<file path="config.mk">
export PLATFORM = sky130hd
export DESIGN_NAME = lcd_timing_gen
export DESIGN_NICKNAME = d
export VERILOG_FILES = /design/src/rtl/lcdt_pkg.sv /design/src/rtl/lcdt_clkdiv.sv /design/src/rtl/lcdt_axis.sv /design/src/rtl/lcdt_vmon.sv /design/src/rtl/lcd_timing_gen.sv
export SDC_FILE = /design/constraint.sdc
export NUM_CORES = 1
export LEC_CHECK = 0
export ABC_AREA = 1
export BUFFER_PORTS_ARGS = -buffer_cell sky130_fd_sc_hd__buf_2
export CELL_PAD_IN_SITES_DETAIL_PLACEMENT = 0
export CELL_PAD_IN_SITES_GLOBAL_PLACEMENT = 2
export CORE_MARGIN = 1.5
export CORE_UTILIZATION = 34
export DETAILED_ROUTE_END_ITERATION = 10
export PLACE_DENSITY = 0.88
export SYNTH_ARGS = -nofsm -noshare
export SYNTH_HDL_FRONTEND = slang
export SYNTH_SLANG_ARGS = --single-unit
</file>
<file path="constraint.sdc">
create_clock -name clk -period 10.9 [get_ports clk]
set_clock_uncertainty 0.2 [all_clocks]
set_input_delay 0.545 -clock clk [delete_from_list [all_inputs] [get_ports clk]]
set_output_delay 0.545 -clock clk [all_outputs]
set_load 0.005 [all_outputs]
</file>
<file path="src/rtl/lcdt_pkg.sv">
package lcdt_pkg;

    // Scan region of one axis; the code is exported on vregion.
    typedef enum logic [1:0] {
        RG_SYNC   = 2'b00,
        RG_BACK   = 2'b01,
        RG_ACTIVE = 2'b10,
        RG_FRONT  = 2'b11
    } region_e;

endpackage

</file>
<file path="src/rtl/lcdt_clkdiv.sv">
module lcdt_clkdiv #(
    parameter int PCD_W = 10
) (
    input  logic             clk,
    input  logic             rst_n,
    input  logic             en,
    input  logic             bypass,
    input  logic [PCD_W-1:0] pcd,
    output logic             pclk_en,
    output logic             pclk_lvl
);
    localparam int CW = PCD_W + 1;

    logic [CW-1:0] dcnt;
    logic [CW-1:0] period_m1;
    logic [CW-1:0] period;
    logic [CW-1:0] half;
    logic          at_end;

    assign period_m1 = {1'b0, pcd} + CW'(1);
    assign period    = {1'b0, pcd} + CW'(2);
    assign half      = period >> 1;
    assign at_end    = (dcnt >= period_m1);

    always_ff @(posedge clk or negedge rst_n) begin
        if (!rst_n) begin
            dcnt <= '0;
        end else if (!en || bypass || at_end) begin
            dcnt <= '0;
        end else begin
            dcnt <= dcnt + CW'(1);
        end
    end

    assign pclk_en  = en & (bypass | at_end);
    assign pclk_lvl = en & ~bypass & (dcnt < half);

    // in divided mode two pixel strobes never come back to back
    a_r1_single_pulse: assert property (@(posedge clk) disable iff (!rst_n)
        (en && !bypass && pclk_en) |=> (!pclk_en || bypass || !en));

    // the panel clock level is high right after a pixel boundary
    a_r2_high_after_strobe: assert property (@(posedge clk) disable iff (!rst_n)
        (en && !bypass && pclk_en) |=> (pclk_lvl || bypass || !en));

endmodule

</file>
<file path="src/rtl/lcdt_axis.sv">
module lcdt_axis
    import lcdt_pkg::*;
#(
    parameter int LEN_W = 11
) (
    input  logic             clk,
    input  logic             rst_n,
    input  logic             en,
    input  logic             step,
    input  logic [LEN_W-1:0] len_sync,
    input  logic [LEN_W-1:0] len_back,
    input  logic [LEN_W-1:0] len_active,
    input  logic [LEN_W-1:0] len_front,
    output region_e          region_o,
    output logic             wrap_o
);
    region_e          state, state_nx;
    logic [LEN_W-1:0] cnt, cnt_nx;
    logic [LEN_W-1:0] cur_len;
    logic             last;

    always_comb begin
        unique case (state)
            RG_SYNC:   cur_len = len_sync;
            RG_BACK:   cur_len = len_back;
            RG_ACTIVE: cur_len = len_active;
            RG_FRONT:  cur_len = len_front;
            default:   cur_len = len_sync;
        endcase
    end

    assign last = (cur_len == '0) || (cnt >= cur_len - LEN_W'(1));

    // Next-state and wrap decode
    always_comb begin
        state_nx = state;
        cnt_nx   = cnt;
        wrap_o   = 1'b0;
        if (step) begin
            if (last) begin
                cnt_nx = '0;
                unique case (state)
                    RG_SYNC:   state_nx = (len_back == '0) ? RG_ACTIVE : RG_BACK;
                    RG_BACK:   state_nx = RG_ACTIVE;
                    RG_ACTIVE: begin
                        if (len_front == '0) begin
                            state_nx = RG_SYNC;
                            wrap_o   = 1'b1;
                        end else begin
                            state_nx = RG_FRONT;
                        end
                    end
                    RG_FRONT: begin
                        state_nx = RG_SYNC;
                        wrap_o   = 1'b1;
                    end
                    default:   state_nx = RG_SYNC;
                endcase
            end else begin
                cnt_nx = cnt + LEN_W'(1);
            end
        end
    end

    // State register
    always_ff @(posedge clk or negedge rst_n) begin
        if (!rst_n) begin
            state <= RG_SYNC;
            cnt   <= '0;
        end else if (!en) begin
            state <= RG_SYNC;
            cnt   <= '0;
        end else begin
            state <= state_nx;
            cnt   <= cnt_nx;
        end
    end

    assign region_o = state;

    // without a step the position does not move
    a_r3_hold_without_step: assert property (@(posedge clk) disable iff (!rst_n)
        (en && $past(en) && !$past(step)) |-> ($stable(state) && $stable(cnt)));

    // every newly entered region starts counting from zero
    a_r4_new_region_from_zero: assert property (@(posedge clk) disable iff (!rst_n)
        (en && $past(en) && (state != $past(state))) |-> (cnt == '0));

endmodule

</file>
<file path="src/rtl/lcdt_vmon.sv">
module lcdt_vmon
    import lcdt_pkg::*;
(
    input  logic    clk,
    input  logic    rst_n,
    input  logic    en,
    input  region_e region_i,
    output logic    chg_o,
    output logic    frame_o
);
    region_e prev;

    // Idle value FRONT makes the first enabled cycle count as a new frame.
    always_ff @(posedge clk or negedge rst_n) begin
        if (!rst_n) begin
            prev <= RG_FRONT;
        end else if (!en) begin
            prev <= RG_FRONT;
        end else begin
            prev <= region_i;
        end
    end

    assign chg_o   = en & (region_i != prev);
    assign frame_o = chg_o & (region_i == RG_SYNC);

    // a region change strobe lasts a single cycle
    a_r8_single_strobe: assert property (@(posedge clk) disable iff (!rst_n)
        chg_o |=> !chg_o);

endmodule

</file>
<file path="src/rtl/lcd_timing_gen.sv">
module lcd_timing_gen
    import lcdt_pkg::*;
#(
    parameter int PPL_W   = 6,
    parameter int HFLD_W  = 8,
    parameter int VSW_W   = 6,
    parameter int VPRCH_W = 8,
    parameter int LPP_W   = 10,
    parameter int PCD_W   = 10
) (
    input  logic               clk,
    input  logic               rst_n,
    input  logic               en,
    input  logic [PPL_W-1:0]   ppl,
    input  logic [HFLD_W-1:0]  hsw,
    input  logic [HFLD_W-1:0]  hbp,
    input  logic [HFLD_W-1:0]  hfp,
    input  logic [VSW_W-1:0]   vsw,
    input  logic [VPRCH_W-1:0] vbp,
    input  logic [VPRCH_W-1:0] vfp,
    input  logic [LPP_W-1:0]   lpp,
    input  logic [PCD_W-1:0]   pcd,
    input  logic               div_bypass,
    input  logic               inv_hsync,
    input  logic               inv_vsync,
    input  logic               inv_de,
    input  logic               inv_pclk,
    output logic               pclk_en,
    output logic               pclk_out,
    output logic               hsync,
    output logic               vsync,
    output logic               de,
    output logic [1:0]         vregion,
    output logic               vregion_chg,
    output logic               frame_start
);
    localparam int W_PIX = PPL_W + 5;
    localparam int W_HF  = HFLD_W + 1;
    localparam int W_LN  = LPP_W + 1;
    localparam int W_VP  = VPRCH_W + 1;
    localparam int W_AB  = (W_PIX > W_HF) ? W_PIX : W_HF;
    localparam int W_CD  = (W_LN > W_VP) ? W_LN : W_VP;
    localparam int LEN_W = (W_AB > W_CD) ? W_AB : W_CD;

    logic             pclk_lvl;
    logic             h_wrap, v_wrap;
    region_e          h_reg, v_reg;
    logic [LEN_W-1:0] h_sync_len, h_back_len, h_act_len, h_front_len;
    logic [LEN_W-1:0] v_sync_len, v_back_len, v_act_len, v_front_len;
    logic             de_act;

    // Field decode into lengths
    assign h_sync_len  = LEN_W'(hsw) + LEN_W'(1);
    assign h_back_len  = LEN_W'(hbp) + LEN_W'(1);
    assign h_act_len   = (LEN_W'(ppl) + LEN_W'(1)) << 4;
    assign h_front_len = LEN_W'(hfp) + LEN_W'(1);
    assign v_sync_len  = LEN_W'(vsw) + LEN_W'(1);
    assign v_back_len  = LEN_W'(vbp);
    assign v_act_len   = LEN_W'(lpp) + LEN_W'(1);
    assign v_front_len = LEN_W'(vfp);

    lcdt_clkdiv #(.PCD_W(PCD_W)) u_div (
        .clk      (clk),
        .rst_n    (rst_n),
        .en       (en),
        .bypass   (div_bypass),
        .pcd      (pcd),
        .pclk_en  (pclk_en),
        .pclk_lvl (pclk_lvl)
    );

    lcdt_axis #(.LEN_W(LEN_W)) u_hax (
        .clk        (clk),
        .rst_n      (rst_n),
        .en         (en),
        .step       (pclk_en),
        .len_sync   (h_sync_len),
        .len_back   (h_back_len),
        .len_active (h_act_len),
        .len_front  (h_front_len),
        .region_o   (h_reg),
        .wrap_o     (h_wrap)
    );

    lcdt_axis #(.LEN_W(LEN_W)) u_vax (
        .clk        (clk),
        .rst_n      (rst_n),
        .en         (en),
        .step       (pclk_en & h_wrap),
        .len_sync   (v_sync_len),
        .len_back   (v_back_len),
        .len_active (v_act_len),
        .len_front  (v_front_len),
        .region_o   (v_reg),
        .wrap_o     (v_wrap)
    );

    lcdt_vmon u_vmon (
        .clk      (clk),
        .rst_n    (rst_n),
        .en       (en),
        .region_i (v_reg),
        .chg_o    (vregion_chg),
        .frame_o  (frame_start)
    );

    // Output decode and polarity
    always_comb begin
        de_act   = en && (h_reg == RG_ACTIVE) && (v_reg == RG_ACTIVE);
        hsync    = (en && (h_reg == RG_SYNC)) ^ inv_hsync;
        vsync    = (en && (v_reg == RG_SYNC)) ^ inv_vsync;
        de       = de_act ^ inv_de;
        pclk_out = pclk_lvl ^ inv_pclk;
        vregion  = en ? v_reg : RG_SYNC;
    end

    // data enable only inside the active lines
    a_r5_de_in_active_lines: assert property (@(posedge clk) disable iff (!rst_n)
        de_act |-> (vregion == RG_ACTIVE));

    // enabling restarts at a frame start in the sync region
    a_r10_restart_at_frame: assert property (@(posedge clk) disable iff (!rst_n)
        $rose(en) |-> (frame_start && vregion == RG_SYNC));

    // the vertical wrap only happens on a horizontal wrap
    a_r4_vwrap_on_line_end: assert property (@(posedge clk) disable iff (!rst_n)
        v_wrap |-> (h_wrap && pclk_en));

endmodule

</file>
* Word level (Yosys, flattened, before mapping)
Index checks and enable logic that the tools add are counted.
** Storage, ports and cells
- Bits in registers :: 39
- Output and inout port bits :: 9
- Input bits :: 80
- Logic and storage cells :: 92
** Cells by class
- Reductions and logical operators :: 19
- Multiplexer cells :: 27
- Bitwise operators :: 12
- Add/subtract/negate cells :: 13
- Eq/ne operators :: 11
- Order comparisons :: 4
** Operator list (number)
- $pmux W11 S4 :: 2
- $mux W11 :: 7
- $logic_not A11 Y1 :: 6
- $add A11 B1 Y11 const B :: 3
- $ge A11 B11 Y1 :: 3
- $add A8 B1 Y9 const B :: 3
- $mux W2 :: 12
- $add A10 B1 Y11 const B :: 2
- $sub A11 B1 Y11 const B :: 2
- $pmux W2 S4 :: 2
- $add A6 B1 Y7 const B :: 2
- $add A10 B2 Y11 const B :: 1
- $lt A11 B10 Y1 :: 1
- $eq A2 B2 Y1 const B :: 4
- $ne A2 B1 Y1 const B :: 4
- $and A1 B1 Y1 :: 6
- $eq A2 B1 Y1 const B :: 2
- $logic_and A1 B1 Y1 :: 4
- $logic_not A2 Y1 :: 2
- $logic_or A1 B1 Y1 :: 4
- $reduce_and A2 Y1 :: 2
- $xor A1 B1 Y1 :: 4
- $mux W1 :: 3
- $ne A2 B2 Y1 :: 1
- other kinds (4) :: 4

* Logic depth before layout (Yosys ltp)
Gate-level depths: netlist (run 1).
- Word-level depth :: 10
- Gate-level depth with buffers :: 28
- Gate-level depth less buffers :: 27

* By module
A second synthesis (run 1) with hierarchy kept.
** Second synthesis, totals
- Cell total of the unflattened synthesis :: 900
- Area total of the unflattened synthesis :: 6013.3 µm²
** Modules (own cells, without submodules)
- lcdt_axis at u_hax :: area each 1831.8 µm², sequential area each 325.3 µm², cells an instance 255, times used 1
- lcdt_axis at u_vax :: area each 1740.4 µm², sequential area each 325.3 µm², cells an instance 250, times used 1
- lcdt_clkdiv :: area each 1386.3 µm², sequential area each 275.3 µm², cells an instance 188, times used 1
- lcd_timing_gen :: area each 934.6 µm², sequential area each 0.0 µm², cells an instance 188, times used 1
- lcdt_vmon :: area each 120.1 µm², sequential area each 52.6 µm², cells an instance 19, times used 1

* Worst setup path after synthesis (run 1)
OpenSTA, ideal clock, no wires.
- Path kind :: input-to-reg
- Start point :: in hsw[0]
- End point :: reg u_vax.cnt[0]
- Slack :: 7242 ps
- Arrival :: 3382 ps
- Cell stages on the path :: 22
- Required time :: 10624 ps
- Cells stage by stage :: ha_1 > nand2_1 > nand3_1 > inv_1 > ha_1 > nand4_1 > nor2_2 > nand2_2 > nor2_4 > nand2_1 > xor2_1 > ha_1 > a21oi_1 > nor2_1 > a211oi_1 > nand3_1 > nor3_1 > nand2_4 > nand2_4 > buf_6 > nand2_1 > o21ai_1
** Between the ends
- Cells in the longest elaborated chain, start to end :: 9
** Ends and longest elaborated chain
- from (decl) :: line lcd_timing_gen.sv:15 : input logic [HFLD_W-1:0] hsw,
- $add A8 B1 Y9 * :: line lcd_timing_gen.sv:53 : assign h_sync_len = LEN_W'(hsw) + LEN_W'(1);
- $pmux W11 S4 * :: line lcdt_axis.sv:23 : unique case (state)
- $sub A11 B1 Y11 :: line lcdt_axis.sv:32 : assign last = (cur_len == '0) || (cnt >= cur_len - LEN_W'(1));
- $ge A11 B11 Y1 :: line lcdt_axis.sv:32
- $logic_or A1 B1 Y1 * :: line lcdt_axis.sv:32
- $mux W1 * :: line lcdt_axis.sv:40 : if (last) begin
- $mux W1 * :: line lcdt_axis.sv:39 : if (step) begin
- $and A1 B1 Y1 * :: line lcd_timing_gen.sv:89 : .step (pclk_en & h_wrap),
- $ne A2 B1 Y1 (no source line) *
- to (signal assigned) :: line lcdt_axis.sv:75 : cnt <= cnt_nx;
- to (decl) :: line lcdt_axis.sv:18 : logic [LEN_W-1:0] cnt, cnt_nx;
Mark *: on every way between the ends. The rest lies on a longest branch, timed or not.
A chain may end at the register's enable or synchronous reset.

* Worst setup path after layout (run 1)
- Start point :: reg u_vax.state[1] (netlist: u_vax.region_o[1])
- End point :: reg u_vax.cnt[6]
** Between the ends
- Cells in the longest elaborated chain, start to end :: 8
** Ends and longest elaborated chain
- from (decl) :: line lcdt_axis.sv:17 : region_e state, state_nx;
- from (signal assigned) :: line lcdt_axis.sv:74 : state <= state_nx;
- $eq A2 B2 Y1, or another cell as far along :: line lcdt_axis.sv:23
- $pmux W11 S4 * :: line lcdt_axis.sv:23
- $sub A11 B1 Y11 :: line lcdt_axis.sv:32
- $ge A11 B11 Y1 :: line lcdt_axis.sv:32
- $logic_or A1 B1 Y1 * :: line lcdt_axis.sv:32
- $mux W11 * :: line lcdt_axis.sv:40
- $mux W11 * :: line lcdt_axis.sv:39
- $mux W11 * :: line lcdt_axis.sv:70 : end else if (!en) begin
Mark *: on every way between the ends. The rest lies on a longest branch, timed or not. The select of a mux whose other input is x is not followed.

==> qor.yml, run 1 <==
gp_congestion: 0.830
ctsResizeCount: 0
syn_inst: 818
drc: 0
synth-edff-count: 0
total_power_uw: 806
synth_warnings: 0
period_share: 0.393
synth-seq-cells: 39
ios: 89
clk_latency_ns: 0.28
critPathRequiredTime_ns: 10.91
setup_violations: 0
cts-buffers-inserted: 5
min_path_type: "in -> async"
die-area_um2: 16400
grt_pass1_vias: 4991
cp-end-kind: "register"
ant_nets: 0
p_int_uw: 433
regArea_um2: 978
relSlewSlack: 0.405
reg2reg_slack_ns: 6.62
switching_power_uw: 373
die_w_um: 128
drt_iter0_drc: 231
arrival_ns: 4.29
crit_path_start_kind: "register"
status: "finished clean"
grt_first_pass_wirelength_mm: 23.8
max-clock-path-buffers: 2
cp_max_fo: 13
critPathLaunch: "u_vax.region_o[1]"
htreeDepth: 2
path_clk_slew_ns: 0.06
post-route-min-period_ns: 4.28
sw_frac_of_total: 0.463
drv_slew: 0
final_common_cell: "nand2_1"
place_inst: 1106
syn_area_um2: 5320
die_h_um: 128
cts_tree: "yes"
fin_util: 0.401
cts_hold_buf: 0
hold_viol: 0
multiInputGateArea_um2: 3890
wl_mm: 14.1
postCtsSetupBuffers: 0
synthDistinctLibCells: 44
p_leak_uw: 0.00317
clkSinkCount: 39
max_freq_ghz: 0.234
final.setup.tns_ns: 0
powerDensity_nw_per_um2: 132
r2r-end: "u_vax.cnt[6]"
grt_overflow_total: 0
antenna_found_initial: 0
firstDrtPassIters: 5
pwr-share-clk: 0.208
vias: 5331
crit_type: "reg -> reg"
diodes: 0
synth.net_count: 955
grt_usage: 0.177
reg2regPathDepth: 18
vias_per_cell: 4.79
rsz0062_at_grt: "false"
areaGrowthSynthToFinish_pct: 15.0
row_count: 45
nets: 1039
placeableCoreArea_um2: 15300
portBuffers: 88
p_seq_frac: 0.230
combPwrFrac: 0.562
grt_max_degree: 40
yosysSeqAreaShare: 0.184
irDropWorstVdd_uv: 125
postSynthAreaPerCell_um2: 6.51
synth-async-reset-ratio: 1.00
wl_per_cell_um: 12.6
synth_top_flop_cell: "dfrtp_1"
worst_r2r_startpoint: "u_vax.region_o[1]"
drive_gt1_frac: 0.161
worstMarginPinSlew_ns: 0.892
stdcell_count: 1114
start_util: 0.349
final_cell_mix: "nand2_1, inv_1, buf_2"
dp_hpwl_mm: 11.6
cts_root_buf: "clkbuf_16"
nFillCells: 1700
maxCapViolCount: 0
==> layer usage <==
metal | vias up | routed length, µm | global-route usage
met1 | 2343 | 7080 | 0.249
met3 | 4 | 444 | 0.0167
met2 | 83 | 6480 | 0.299
met4 | 0 | 68 | 0.0284
met5 | - | 0 | 0
li1 | 2901 | - | -
==> area by class of cell <==
| class | count | area share |
|---|---|---|
| inverters | 100 | 0.0613 |
| clock buffers | 5 | 0.0204 |
| repair buffers | 88 | 0.0719 |
| clock inverters | 3 | 0.00715 |
| flip-flops and latches | 39 | 0.160 |
| multi-input cells | 668 | 0.636 |
| well taps | 211 | 0.0431 |
==> power by group through the flow <==
stage / Combinational (µW) / Sequential [µW] / Clock [µW]
6_report: 453 / 186 / 168
5_1_grt: 522 / 189 / 179
4_1_cts: 458 / 186 / 170
3_5_place_dp: 456 / 189 / 0
3_3_place_gp: 462 / 188 / 0
2_1_floorplan: 352 / 172 / 0
==> kinds of logic (layout without fill, tap and decap cells) <==
| kind of cell | count (synthesis) | count (layout) | share of synthesized area |
|---|---|---|---|
| flops | 39 | 39 | 0.184 |
| fa+ha+maj | 57 | 57 | 0.134 |
| buf+inv | 111 | 196 | 0.0842 |
| xor+xnor | 54 | 54 | 0.0889 |
| simple gates | 470 | 470 | 0.411 |
| compound gates | 87 | 87 | 0.0981 |
==> per-stage QoR <==
| stage | area, µm² | hold WS [ns] | setup slack (ns) |
|---|---|---|---|
| 6_report | 6120 | 0.184 | 6.62 |
| 5_1_grt | 6120 | 0.283 | 6.15 |
| 4_1_cts | 6120 | 0.228 | 6.62 |
| 3_5_place_dp | 5950 | 0.329 | 6.55 |
| 3_3_place_gp | 5950 | 0.319 | 6.57 |
| 2_1_floorplan | 5320 | 0.0494 | 7.24 |
==> critical path: stages (launching register included) <==
cell and delay, ns:
dfrtp_1 0.54, inv_1 0.19, nor2_1 0.14, nand2_1 0.10
nand2_1 0.05, a221oi_1 0.30, ha_1 0.25, nand2_1 0.07
nor2_2 0.20, nand3_2 0.29, and2_1 0.27, ha_1 0.30
nand2_1 0.11, nor2_1 0.07, nand4_1 0.09, o2111ai_1 0.11
nor2_1 0.61, nand4_1 0.20, o21ai_2 0.15
==> worst max path at each step <==
stage,end,slack (ns),depth (start not counted)
2_1_floorplan,u_vax.cnt[0],7.24,22
3_3_place_gp,u_vax.cnt[2],6.57,18
3_5_place_dp,u_vax.cnt[4],6.55,18
4_1_cts,u_vax.cnt[4],6.62,16
5_1_grt,u_vax.cnt[2],6.15,18
6_report,u_vax.cnt[6],6.62,18
==> sequential cells by signal, indices dropped and copies added (netlist names) <==
| register | flops |
|---|---|
| u_hax.region_o | 2 |
| u_vax.cnt | 11 |
| u_vax.region_o | 2 |
| u_div.dcnt | 11 |
| u_hax.cnt | 11 |
| u_vmon.prev | 2 |
==> cell usage after synthesis, types with 16 or more instances <==
cell type,instances,share of area
nand2_1,210,0.15
inv_1,93,0.066
nor2_1,82,0.058
nand3_1,75,0.071
ha_1,57,0.13
nand4_1,39,0.046
dfrtp_1,37,0.17
xor2_1,37,0.061
a21oi_1,33,0.031
o21ai_0,23,0.022
xnor2_1,17,0.028
nor3_1,16,0.015
Note: power is estimated with default switching activity, not from simulation.
==> run 2, diff against run 1 <==
Settings changed: ABC_AREA 1 to 0, CORE_UTILIZATION 34 to 31, PLACE_DENSITY 0.88 to 0.79.
Clock period 10.9 ns to 3.8 ns, I/O delays scaled along.
==> qor.yml, run 2 <==
status: "finished, violations left"  # was finished clean
violations: "setup timing"
critical_path.max_stage_delay_ns: 0.49  # was 0.61 ns
ios: 89  # unchanged
die_w_um: 131  # was 128 µm
nets: 945  # was 1039
path_buf_inv: 3  # was 1
rsz0062_at_grt: "true"  # was false
drive_gt1_frac: 0.311  # was 0.161
cp_slowest_cell: "or4_1"  # was nor2_1
cp_top_family: "simple AND/OR/NAND/NOR gates"  # unchanged
p_leak_uw: 0.00312  # was 0.00317 µW
post-route-min-period_ns: 4.00  # was 4.28 ns
row_count: 46  # was 45
diodes: 0  # unchanged
maxCapViolCount: 0  # unchanged
dp_hpwl_mm: 12.4  # was 11.6 mm
drv_slew: 0  # unchanged
max_freq_ghz: 0.250  # was 0.234 GHz
min_path_type: "in -> reg"  # was in -> async
period_share: 1.05  # was 0.393
start_util: 0.319  # was 0.349
hold_viol: 0  # unchanged
setup_violations: 25  # was 0
synth_warnings: 0  # unchanged
relSlewSlack: 0.373  # was 0.405
synthDistinctLibCells: 67  # was 44
firstDrtPassIters: 6  # was 5
drt_iter0_drc: 311  # was 231
vias: 5395  # was 5331
synth_area_leader_cell: "dfrtp_1"  # unchanged
path_clk_slew_ns: 0.06  # about the same
portBuffers: 88  # unchanged
drc: 0  # unchanged
grt_pass1_vias: 5485  # was 4991
postSynthAreaPerCell_um2: 8.04  # was 6.51 µm²
htreeDepth: 2  # unchanged
crit_chain: "nand2b_1 > or4_1 > and4_4 > nand4_2 > buf_6 > buf_4 > nor2_1 > nand2_1 > xor2_1 > ha_2 > and4_4 > a221o_1 > a41oi_2 > o41ai_4 > buf_4 > and2b_2 > nand2_1 > o21ai_1"  # was inv_1 > nor2_1 > nand2_1 > nand2_1 > a221oi_1 > ha_1 > nand2_1 > nor2_2 > nand3_2 > and2_1 > ha_1 > nand2_1 > nor2_1 > nand4_1 > o2111ai_1 > nor2_1 > nand4_1 > o21ai_2
final_common_cell: "buf_2"  # was nand2_1
crit_type: "reg -> reg"  # unchanged
grt_max_degree: 40  # unchanged
placeableCoreArea_um2: 15900  # was 15300 µm²
synth.net_count: 770  # was 955
syn_inst: 633  # was 818
synth_common_cells: "nand2_1, ha_1, nor2_1"  # was nand2_1, inv_1, nor2_1
synth-seq-cells: 39  # unchanged
clk_latency_ns: 0.28  # about the same
clkSinkCount: 39  # unchanged
wl_per_cell_um: 15.4  # was 12.6 µm
grt_usage: 0.181  # was 0.177
vias_per_cell: 5.26  # was 4.79
gp_congestion: 0.901  # was 0.830
top_regs: "u_div.dcnt (11), u_hax.cnt (11), u_vax.cnt (11)"  # unchanged
yosysMostFrequentCell: "nand2_1"  # unchanged
crit_path_start_kind: "register"  # unchanged
syn_area_um2: 5090  # was 5320 µm²
arrival_ns: 4.01  # was 4.29 ns
cts_root_buf: "clkbuf_16"  # unchanged
die-area_um2: 17200  # was 16400 µm²
irDropWorstVdd_uv: 242  # was 125 µV
total_power_uw: 3200  # was 806 µW
cp-end-kind: "register"  # unchanged
yosysSeqAreaShare: 0.192  # was 0.184
final_cell_mix: "buf_2, buf_4, nand2_1"  # was nand2_1, inv_1, buf_2
synth.area.top_cells: "dfrtp_1, ha_1, xor2_1"  # was dfrtp_1, nand2_1, ha_1
die_h_um: 131  # was 128 µm
grt_first_pass_wirelength_mm: 26.4  # was 23.8 mm
cts_tree: "yes"  # unchanged
cts-buffers-inserted: 5  # unchanged
synth_top_flop_cell: "dfrtp_1"  # unchanged
yosysTopAreaCellShare: 0.182  # was 0.174
hold_ws_ns: 0.108  # was 0.184 ns
powerDensity_nw_per_um2: 466  # was 132 nW/µm²
critPathRequiredTime_ns: 3.81  # was 10.91 ns
synth-edff-count: 0  # unchanged
cp_max_fo: 7  # was 13
synth-async-reset-ratio: 1.00  # unchanged
setup_ws_ns: -0.205  # was 6.62 ns
fin_util: 0.431  # was 0.401
grt_overflow_total: 0  # unchanged
wl_mm: 15.8  # was 14.1 mm
areaGrowthSynthToFinish_pct: 34.8  # was 15.0%
ant_nets: 0  # unchanged
antenna_found_initial: 0  # unchanged
max-clock-path-buffers: 2  # unchanged
worstMarginPinSlew_ns: 0.940  # was 0.892 ns
run 2: cell types whose count changed in the layout (fill, tap and decap cells not counted), sizes merged, moves of 17 or more:
cell and delta:
a21oi -17, and3 +19, buf +97, inv -73
nand2 -151, nand3 -41, nor2 -44
run 2: cell type report:
type	count	area [µm²]
sequential	39	981
clock inverter	1	5.00
timing repair buffer	186	1220
fill	1654	9080
tap	216	270
multi-input combinational	549	4160
clock buffer	7	133
inverter	27	101
run 2: timing repair:
| item | CTS | global route |
|---|---|---|
| hold buffers | 1 | 0 |
| gates resized for setup | 38 | 30 |
| pin swaps | 19 | 13 |
| setup buffers | 6 | 12 |
| endpoints found under the hold margin | 37 | 0 |
| setup endpoints to repair | 26 | 26 |
| gates cloned | 2 | 0 |
run 2: final timing paths:
kind	start	to	slack, ns	cells after the start
max in group asynchronous	rst_n	u_hax.region_o[1]	2.35	2
min	en	u_vmon.prev[0]	0.11	2
max	u_hax.region_o[1]	u_hax.cnt[3]	-0.20	18
min reg2reg	u_hax.cnt[5]	u_hax.cnt[5]	0.32	1
max reg2reg	u_hax.region_o[1]	u_hax.cnt[3]	-0.20	18
min in group asynchronous	rst_n	u_vax.cnt[8]	0.40	2
run 2: cells by family (layout without fill, tap and decap cells):
kind of cell	Yosys count	after routing	share of synthesized area
AOI/OAI and AO/OA	129	129	0.181
xor gates and xnor gates	68	68	0.117
adders and majority gates	57	57	0.140
buffers and inverters	46	221	0.0415
DFF	39	39	0.192
muxes	15	15	0.0371
and+or+nand+nor	279	280	0.291
run 2: power by group:
group          leakage (µW)  switching (µW)  internal, µW
sequential         0.000515             119           486
combinational       0.00253            1080          1100
clock             0.0000679             163           243
total               0.00312            1370          1830
run 2: per-layer routing:
layer	track usage	up-vias	wire [µm]
met5	0	-	0
met4	0.0356	0	150
met3	0.0170	12	511
met2	0.325	114	7810
met1	0.235	2572	7320
li1	-	2697	-
run 2: stage by stage:
stage | setup TNS, ns | area (µm²) | instances | worst slack (ns)
after floorplan | -0.830 | 5140 | 633 | -0.0838
after global placement | -4.04 | 6320 | 997 | -0.259
after detailed placement | -7.41 | 6320 | 997 | -0.425
after CTS | -2.89 | 6650 | 1014 | -0.218
after global routing | -7.34 | 6870 | 1025 | -0.390
final | -2.89 | 6870 | 1025 | -0.205
run 2: worst register-to-register path, stage by stage (launching register included):
cell and delay, ns:
dfrtp_2 0.46, nand2b_1 0.18, or4_1 0.49, and4_4 0.22
nand4_2 0.13, buf_6 0.11, buf_4 0.11, nor2_1 0.04
nand2_1 0.06, xor2_1 0.17, ha_2 0.29, and4_4 0.19
a221o_1 0.31, a41oi_2 0.23, o41ai_4 0.14, buf_4 0.17
and2b_2 0.25, nand2_1 0.07, o21ai_1 0.11
